File: config.mk
export PLATFORM = sky130hd
export DESIGN_NAME = fp_nan_sort
export DESIGN_NICKNAME = d
export VERILOG_FILES = /design/src/rtl/fp_nan_sort.sv
export SDC_FILE = /design/constraint.sdc
export NUM_CORES = 1
export LEC_CHECK = 0
export ABC_AREA = 1
export BUFFER_PORTS_ARGS = -buffer_cell sky130_fd_sc_hd__buf_2
export CAP_MARGIN = 10
export CORE_ASPECT_RATIO = 1.2
export CORE_MARGIN = 2
export CORE_UTILIZATION = 30
export CTS_CLUSTER_DIAMETER = 50
export DETAILED_ROUTE_END_ITERATION = 10
export PLACE_DENSITY_LB_ADDON = 0.2
export SYNTH_ARGS = -nofsm -noshare
export SYNTH_HDL_FRONTEND = slang
export SYNTH_SLANG_ARGS = --single-unit
export TNS_END_PERCENT = 30
File: constraint.sdc
create_clock -name clk -period 1.3 [get_ports clk]
set_input_delay 0.065 -clock clk [delete_from_list [all_inputs] [get_ports clk]]
set_output_delay 0.065 -clock clk [all_outputs]
set_load 0.005 [all_outputs]
File: src/rtl/fp_nan_sort.sv
module fp_nan_sort (
  input  logic         clk,
  input  logic         rst,
  input  logic         in_vld,
  input  logic [2:0]   fmt,
  input  logic [127:0] opnd,
  input  logic         snan_pol,
  input  logic         no_snan,
  output logic         out_vld,
  output logic         is_qnan,
  output logic         is_snan,
  output logic         is_nan
);

  localparam logic [2:0] F_HALF = 3'd0;
  localparam logic [2:0] F_BF16 = 3'd1;
  localparam logic [2:0] F_SGL  = 3'd2;
  localparam logic [2:0] F_DBL  = 3'd3;
  localparam logic [2:0] F_EXT  = 3'd4;
  localparam logic [2:0] F_QUAD = 3'd5;

  logic exp_ones, top_bit, rest_nz;
  logic nan_c, sig_c, qui_c;
  logic unused_bits;

  assign unused_bits = ^{opnd[127], opnd[79], opnd[63], opnd[31], opnd[15]};

  always_comb begin
    exp_ones = 1'b0;
    top_bit  = 1'b0;
    rest_nz  = 1'b0;
    case (fmt)
      F_HALF: begin
        exp_ones = &opnd[14:10];
        top_bit  = opnd[9];
        rest_nz  = |opnd[8:0];
      end
      F_BF16: begin
        exp_ones = &opnd[14:7];
        top_bit  = opnd[6];
        rest_nz  = |opnd[5:0];
      end
      F_SGL: begin
        exp_ones = &opnd[30:23];
        top_bit  = opnd[22];
        rest_nz  = |opnd[21:0];
      end
      F_DBL: begin
        exp_ones = &opnd[62:52];
        top_bit  = opnd[51];
        rest_nz  = |opnd[50:0];
      end
      F_EXT: begin
        exp_ones = &opnd[78:64];
        top_bit  = opnd[62];
        rest_nz  = |opnd[61:0];
      end
      F_QUAD: begin
        exp_ones = &opnd[126:112];
        top_bit  = opnd[111];
        rest_nz  = |opnd[110:0];
      end
      default: ;
    endcase
  end

  assign nan_c = exp_ones & (top_bit | rest_nz);
  assign sig_c = ~no_snan & nan_c & (top_bit == snan_pol);
  assign qui_c = nan_c & ~sig_c;

  always_ff @(posedge clk) begin
    if (rst) begin
      out_vld <= 1'b0;
      is_qnan <= 1'b0;
      is_snan <= 1'b0;
      is_nan  <= 1'b0;
    end else begin
      out_vld <= in_vld;
      is_qnan <= in_vld & qui_c;
      is_snan <= in_vld & sig_c;
      is_nan  <= in_vld & nan_c;
    end
  end

  AST_VLD_RISE: assert property (@(posedge clk) disable iff (rst) in_vld |=> out_vld);
  AST_VLD_FALL: assert property (@(posedge clk) disable iff (rst) !in_vld |=> !out_vld);
  AST_IDLE_ZERO: assert property (@(posedge clk) disable iff (rst) !out_vld |-> !(is_qnan | is_snan | is_nan));
  AST_KIND_EXCL: assert property (@(posedge clk) disable iff (rst) $onehot0({is_qnan, is_snan}));
  AST_ANY_OR: assert property (@(posedge clk) disable iff (rst) is_nan == (is_qnan | is_snan));
  AST_NO_SIG: assert property (@(posedge clk) disable iff (rst) (in_vld && no_snan) |=> !is_snan);
  AST_RSVD_FMT: assert property (@(posedge clk) disable iff (rst) (in_vld && fmt > F_QUAD) |=> !is_nan);
  AST_RST_CLR: assert property (@(posedge clk) $past(rst) |-> !(out_vld | is_nan));

endmodule

==> results of run 1 <==
==> worst max-delay path, stage by stage <==
cell     delay (ns)
buf_2          0.09
nor2_1         0.12
nand2_1        0.07
nor2_1         0.14
buf_4          0.13
nand2_1        0.04
a21oi_1        0.11
nand3_1        0.08
nor2_1         0.10
nand2_1        0.07
nand2_2        0.07
nor2_1         0.04
==> registers in the layout, indices dropped and copies added, names as in the netlist <==
signal	count
is_nan	1
is_qnan	1
is_snan	1
out_vld	1
==> power groups by stage <==
| stage | Sequential [mW] | Clock [mW] | Combinational [mW] |
|---|---|---|---|
| after global placement | 0.127 | 0 | 0.351 |
| after CTS | 0.126 | 0.151 | 0.358 |
| after global routing | 0.126 | 0.162 | 0.406 |
| after detailed placement | 0.127 | 0 | 0.357 |
| final | 0.126 | 0.145 | 0.354 |
| after floorplan | 0.128 | 0 | 0.123 |
==> logic make-up (layout without fill, tap and decap cells) <==
kind of cell,count (synthesis),after routing,synth area share (%)
AND/OR/NAND/NOR,178,178,81.7
flip-flops,4,4,8.30
AO/OA/AOI/OAI,5,5,2.98
buffers and inverters,18,160,7.00
==> routing by layer <==
metal	global-route usage, %	share of wire (%)	vias up
li1	-	-	936
met1	18.3	36	690
met2	38.5	53	73
met3	4.89	10	4
met4	3.96	0.50	0
met5	0	0	-
==> area by class of cell <==
| type | instances | area (sq um) |
|---|---|---|
| timing repair buffer | 139 | 698 |
| inverter | 18 | 67.6 |
| fill | 378 | 1330 |
| sequential | 4 | 80.1 |
| tap | 36 | 45.0 |
| multi-input combinational | 183 | 817 |
| clock buffer | 3 | 22.5 |
==> placed cells by master (no fill, tap or decap), types with 4 or more instances in the layout <==
cell / n
nor3_1: 7
nand3b_1: 4
nor2_1: 77
nand4_1: 10
nand2_1: 55
dfxtp_1: 4
inv_1: 16
nand3_1: 9
nand2_2: 4
buf_2: 138
==> stage by stage <==
step           total power, mW  util, %  std cells  hold WS (ns)
6_report                 0.625     56.6        383       0.00957
5_1_grt                  0.694     56.6        383        0.0181
4_1_cts                  0.635     56.6        383       0.00896
3_5_place_dp             0.484     55.9        380         0.246
2_1_floorplan            0.251        -        205         0.144
3_3_place_gp             0.478     55.9        380         0.235
==> worst paths after layout <==
check / end / from / cells past startpoint
setup / recovery: is_qnan / opnd[1] / 12
hold / removal: out_vld / rst / 2
==> impl_metrics.yaml, run 1 <==
status:
  status: "finished, final reports clean"
worst_setup_path:
  startpoint_type: "input pin"
  worstSetupEndpointType: "register"
  crit_type: "input pin to register"
  crit_path_max_fanout: 3
  arrival_ns: 1.13
  cp.required_ns: 1.42
synthesis:
  synthFlopType: "dfxtp_1"
  synth_top_cell_area_share_pct: 30.0
  yosysMostFrequentCell: "nor2_1"
  avgSynthCellArea_sq_um: 4.71
  synth_enable_flop_cells: 0
  synth_top_cell_by_area: "nor2_1"
  synthCells: 205
  synth-async-reset-ratio_pct: 0
  ys_ff_latch: 4
  yosysWarnings: 0
  netlist_area_sq_um: 965
  synth_common_cells: "77 x nor2_1, 55 x nand2_1, 16 x inv_1"
  synth_cell_types: 20
  synth.area.top_cells: "nor2_1 30%, nand2_1 21%, dfxtp_1 8.3%"
  synth-seq-area-share_pct: 8.30
  syn_nets: 341
power:
  clock_power_share_pct: 23.2
  p_sw_share_pct: 31.6
  seqPwrFrac_pct: 20.1
  p_int_mw: 0.428
  p_sw_mw: 0.197
  powerDensity_nw_per_um2: 361
  combPwrFrac_pct: 56.7
  power.leakage_nw: 0.975
  vdd_drop_max_v: 0.000343
floorplanning:
  dieWidth_um: 55.8
  ios: 140
  start_util_pct: 31.6
  dieArea_sq_um: 3690
  die_h_um: 66.1
  core_area_sq_um: 3060
  rows: 22
min_path:
  hold_class: "input pin to register"
cts:
  ctsRootBufferMaster: "clkbuf_4"
  clkSlewWorstSetupHoldPaths_ns: 0.04
  post_cts_buffers: 0
  cts_made_buffers: 3
  cts_buffer_depth: 2
  cts_hold_buf: 0
  htreeDepth: 1
  cts_tree: "done"
  ctsResizeCount: 0
  clock_sinks: 4
grt:
  grt-ovfl-total: 0
  antenna_found_initial: 0
  grt_pass1_wl_um: 5750
  grt_pass1_vias: 1593
  grt_usage_pct: 18.7
  grt_max_degree: 7
timing:
  tightestPinTransition_ns: 0.323
  fin_setup_tns_ns: 0
  fin_crit_sh_pct: 78.0
  period_minus_slack_ns: 1.01
  drv_slew: 0
  grt_setup_unrepaired: "no"
  max_slew_margin_pct: 78.3
  setup_viol: 0
  max_freq_mhz: 986
  setup_ws_ns: 0.286
  hold_viol_final: 0
cells_and_area:
  synthToLayoutAreaGrowth_pct: 79.4
  diodes: 0
  drive_gt1_share_pct: 45.5
  nets: 485
  post-route-cell-area_sq_um: 1730
placed_design:
  numPortBuffers: 138
  dp_slack_ns: 0.0166
  dpl_cell_area_sq_um: 1710
  place.gp.congestion: 0.845
  dp_hpwl_um: 3250
flow_run:
  drv_cap: 0
drt:
  wl_um: 3420
  drt_first_iter_violations: 17
  avgRoutedWirePerCell_um: 8.94
  remaining_drc_errors: 0
  dr.pass1.iters: 4
  routed_via_density: 4.45
  dr_total_vias: 1703
  ant_nets: 0
(Power assumes the default switching activity.)
==> run 2, diff against run 1 <==
- ABC_AREA: 1 -> 0
- CORE_UTILIZATION: 30 -> 25
- clock period: 1.3 -> 1 ns (I/O delays scaled with it)
==> impl_metrics.yaml, run 2 <==
cells_and_area:
  synthToLayoutAreaGrowth_pct: 136
  fin_util_pct: 60.8
  diodes: 0
  fillers: 290
  final_common_cell: "buf_2"
  layout_common_cells: "137 x buf_2, 23 x nor4_1, 23 x buf_4"
  drive_gt1_share_pct: 63.4
  nets: 406
worst_setup_path:
  startpoint_type: "input pin"
  worstSetupEndpointType: "register"
  cp.required_ns: 1.11
  crit_path_max_fanout: 3
  slowest_stage: "or4_4"
  path_cells: "buf_6 > or4_4 > nor4_4 > nand4_1 > a2111oi_4 > nor4bb_1"
  arrival_ns: 1.55
  path_delay_family: "simple AND/OR/NAND/NOR gates"
  cp_slowest_stage_delay_ns: 0.53
  critPathBufInv: 1
  crit_type: "input pin to register"
floorplanning:
  rows: 21
  core_area_sq_um: 2730
  dieArea_sq_um: 3260
  die_h_um: 62.2
  dieWidth_um: 52.5
  ios: 140
  start_util_pct: 25.8
drt:
  dr_total_vias: 1515
  drt_first_iter_violations: 11
  remaining_drc_errors: 0
  routed_via_density: 5.02
  ant_nets: 0
  avgRoutedWirePerCell_um: 11.0
  dr.pass1.iters: 4
  wl_um: 3330
power:
  power.leakage_nw: 0.849
  vdd_drop_max_v: 0.000385
  power.total_mw: 0.840
  powerDensity_nw_per_um2: 506
synthesis:
  yosysWarnings: 0
  synthFlopType: "dfxtp_1"
  synth-seq-area-share_pct: 11.4
  avgSynthCellArea_sq_um: 6.71
  synthCells: 105
  synth_common_cells: "24 x nor4_1, 17 x nand4_1, 9 x nand2_1, 9 x nor3_1, 8 x nor2_1"
  syn_nets: 241
  ys_ff_latch: 4
  yosysMostFrequentCell: "nor4_1"
  synth.area.top_cells: "nor4_1 21%, nand4_1 15%, dfxtp_1 11%"
  netlist_area_sq_um: 704
  synth_top_cell_area_share_pct: 21.3
  synth-async-reset-ratio_pct: 0
  synth_top_cell_by_area: "nor4_1"
  synth_enable_flop_cells: 0
  synth_cell_types: 29
min_path:
  whs_path_depth: 3
  hold-path-endpoint: "is_snan"
  worstHoldStart: "no_snan"
  hold_class: "input pin to register"
placed_design:
  dp_hpwl_um: 3180
  numPortBuffers: 138
  dp_slack_ns: -0.708
  place.gp.congestion: 0.737
timing:
  setup_ws_ns: -0.446
  setup_viol: 3
  max_slew_margin_pct: 67.7
  hold_viol_final: 0
  fin_crit_sh_pct: 145
  max_freq_mhz: 692
  drv_slew: 0
  hold_ws_ns: 0.114
  tightestPinTransition_ns: 0.480
  fin_setup_tns_ns: -1.33
  period_minus_slack_ns: 1.45
  grt_setup_unrepaired: "yes"
grt:
  grt_max_degree: 8
  grt_usage_pct: 19.4
  grt_pass1_vias: 1364
  antenna_found_initial: 0
  grt_pass1_wl_um: 5080
  grt-ovfl-total: 0
cts:
  clock_sinks: 4
  ctsRootBufferMaster: "clkbuf_4"
  htreeDepth: 1
  clkSlewWorstSetupHoldPaths_ns: 0.04
  cts_made_buffers: 3
  cts_tree: "done"
  cts_buffer_depth: 2
flow_run:
  drv_cap: 0
status:
  status: "finished with violations"
  violations: "setup timing"
run 2: changes by cell type after synthesis, moves of 4 or more:
| cell | before | now |
|---|---|---|
| nor2_1 | 77 | 8 |
| nand2_1 | 55 | 9 |
| nor4_1 | 0 | 24 |
| inv_1 | 16 | 1 |
| nand4_1 | 10 | 17 |
| nand2_2 | 4 | 0 |
| nand3b_1 | 4 | 0 |
run 2: cell families (layout without fill, tap and decap cells):
kind of cell	Yosys count	in the layout	share of synthesized area (%)
xor gates and xnor gates	1	1	1.24
and+or+nand+nor	84	84	69.3
muxes	3	3	4.26
buffers and inverters	3	166	1.77
AOI/OAI and AO/OA	10	10	12.1
DFF	4	4	11.4
run 2: report_power, final:
group	internal, mW	switching (mW)
clock	0.134	0.0663
combinational	0.295	0.182
sequential	0.163	0.000485
total	0.592	0.248
run 2: worst max path at each step:
| stage | start | to | cells after the start |
|---|---|---|---|
| floorplan | opnd[78] | is_qnan | 5 |
| global placement | opnd[78] | is_qnan | 6 |
| detailed placement | opnd[78] | is_snan | 6 |
| CTS | opnd[78] | is_snan | 6 |
| global route | opnd[78] | is_snan | 6 |
| finish | opnd[78] | is_snan | 6 |
run 2: routing by layer:
layer / up-vias / global-route usage, % / wire length, um
met5: - / 0 / 0
li1: 772 / - / -
met1: 653 / 20.3 / 1130
met4: 0 / 7.05 / 43
met3: 6 / 2.64 / 312
met2: 84 / 37.2 / 1840
run 2: timing repair:
action                                  CTS  global route
hold buffers                              1             0
pin swaps                                 0             2
resized for setup                         1             3
buffers inserted                          0             0
endpoints found under the setup margin    3             3
endpoints found under the hold margin     1             0
run 2: worst min-delay path, stage by stage:
cell and delay [ns]:
buf_2 0.08, nor2_1 0.04, nor4bb_1 0.13
run 2: stage by stage:
stage               instances  instance area [sq um]
detailed placement        298                   1600
floorplan                 105                    704
finish                    302                   1660
global placement          298                   1600
CTS                       302                   1640
global route              302                   1660
run 2: layout make-up:
class | instances | area [sq um] | share of cell area (%)
inverter | 1 | 3.75 | 0.226
multi-input combinational | 98 | 632 | 38.1
clock buffer | 3 | 22.5 | 1.36
timing repair buffer | 162 | 880 | 53.0
tap | 34 | 42.5 | 2.56
sequential | 4 | 80.1 | 4.82
==> run 3, diff against run 2 <==
- CORE_MARGIN: 2 -> 5
==> impl_metrics.yaml, run 3 (synthesized netlist as in run 2, its figures left out) <==
timing:
  hold_ws_ns: 0.125
  setup_ws_ns: -0.429
  hold_viol_final: 0
  tightestPinTransition_ns: 0.426
  drv_slew: 0
  fin_crit_sh_pct: 143
  max_freq_mhz: 700
  fin_setup_tns_ns: -1.23
  setup_viol: 3
  grt_setup_unrepaired: "yes"
  max_slew_margin_pct: 71.3
  period_minus_slack_ns: 1.43
worst_setup_path:
  worstSetupEndpointType: "register"
  crit_path_max_fanout: 3
  arrival_ns: 1.53
  cp.required_ns: 1.10
  startpoint_type: "input pin"
  crit_end: "is_snan"
  crit_type: "input pin to register"
  crit_start: "opnd[78]"
grt:
  grt-ovfl-total: 0
  grt_max_degree: 9
  antenna_found_initial: 0
  grt_usage_pct: 17.8
  grt_pass1_vias: 1464
  grt_pass1_wl_um: 5670
power:
  combPwrFrac_pct: 56.8
  p_int_mw: 0.595
  p_sw_share_pct: 29.8
  power.leakage_nw: 0.846
  clock_power_share_pct: 24.0
  powerDensity_nw_per_um2: 507
  seqPwrFrac_pct: 19.2
  vdd_drop_max_v: 0.000425
  p_sw_mw: 0.252
drt:
  dr_total_vias: 1504
  avgRoutedWirePerCell_um: 12.7
  routed_via_density: 5.00
  drt_first_iter_violations: 20
  dr.pass1.iters: 6
  remaining_drc_errors: 0
  wl_um: 3810
  ant_nets: 0
cells_and_area:
  final_common_cell: "buf_2"
  layout_common_cells: "136 x buf_2, 22 x nor4_1, 22 x buf_4"
  diodes: 0
  nets: 405
  synthToLayoutAreaGrowth_pct: 137
  drive_gt1_share_pct: 64.0
floorplanning:
  dieArea_sq_um: 3980
  core_area_sq_um: 2760
  start_util_pct: 25.5
  dieWidth_um: 58.5
  die_h_um: 68.2
  ios: 140
  rows: 21
cts:
  cts_buffer_depth: 2
  cts_made_buffers: 3
  clock_sinks: 4
  cts_tree: "done"
  clkSlewWorstSetupHoldPaths_ns: 0.04
  htreeDepth: 1
  ctsRootBufferMaster: "clkbuf_4"
placed_design:
  numPortBuffers: 138
  place.gp.congestion: 0.784
  dp_hpwl_um: 3560
status:
  violations: "setup timing"
  status: "finished with violations"
min_path:
  hold_class: "input pin to register"
flow_run:
  drv_cap: 0
run 3: changes by cell type in the layout (fill, tap and decap cells not counted):
cell    before  now
buf_2      137  136
buf_4       23   22
buf_6        1    2
nor3_1       8    7
nor3_2       1    2
nor4_1      23   22
nor4_2       1    2
run 3: power groups by stage:
| stage | Sequential [mW] | Combinational [mW] | Clock [mW] |
|---|---|---|---|
| 3_3_place_gp | 0.165 | 0.460 | 0 |
| 3_5_place_dp | 0.165 | 0.468 | 0 |
| 6_report | 0.163 | 0.481 | 0.203 |
| 2_1_floorplan | 0.166 | 0.111 | 0 |
| 5_1_grt | 0.163 | 0.536 | 0.228 |
| 4_1_cts | 0.163 | 0.477 | 0.213 |
run 3: layer usage:
layer	global-route usage, %	vias to the layer above	share of wire (%)
li1	-	775	-
met1	17.1	649	33
met2	36.0	74	55
met3	4.91	6	10
met4	5.22	0	1.3
met5	0	-	0
run 3: repair_timing:
item / CTS / global route
setup buffers: 0 / 0
pin swaps: 1 / 2
hold buffers: 1 / 0
setup endpoints to repair: 3 / 3
hold endpoints to repair: 1 / 0
gates resized for setup: 2 / 5
run 3: through the flow:
stage          utilization [%]  cell area (sq um)  power, mW  cells  setup WS [ns]
6_report                  60.5               1670      0.847    301         -0.429
5_1_grt                   60.5               1670      0.927    301         -0.516
4_1_cts                   59.4               1640      0.853    301         -0.440
3_5_place_dp              57.8               1590      0.634    297         -0.708
3_3_place_gp              57.8               1590      0.626    297         -0.688
2_1_floorplan                -                704      0.277    105         -0.478
run 3: final cells by class:
class | instances | area, sq um
repair buffers | 161 | 878
clock buffers | 3 | 22.5
well taps | 34 | 42.5
multi-input cells | 98 | 643
inverters | 1 | 3.75
flip-flops and latches | 4 | 80.1
fillers | 295 | 1090
run 3: worst max-delay path: stages:
cell and delay (ns):
buf_6 0.09, or4_4 0.53, nor4_4 0.21, nand4_1 0.16
a2111oi_4 0.38, nor4bb_1 0.11
run 3: worst min-delay path by stage:
stage | from | endpoint | slack, ns | cells past startpoint
floorplan | rst | out_vld | 0.13 | 1
global placement | rst | out_vld | 0.22 | 2
detailed placement | rst | out_vld | 0.23 | 2
CTS | rst | is_nan | 0.12 | 4
global route | no_snan | is_snan | 0.14 | 3
finish | rst | is_nan | 0.13 | 4
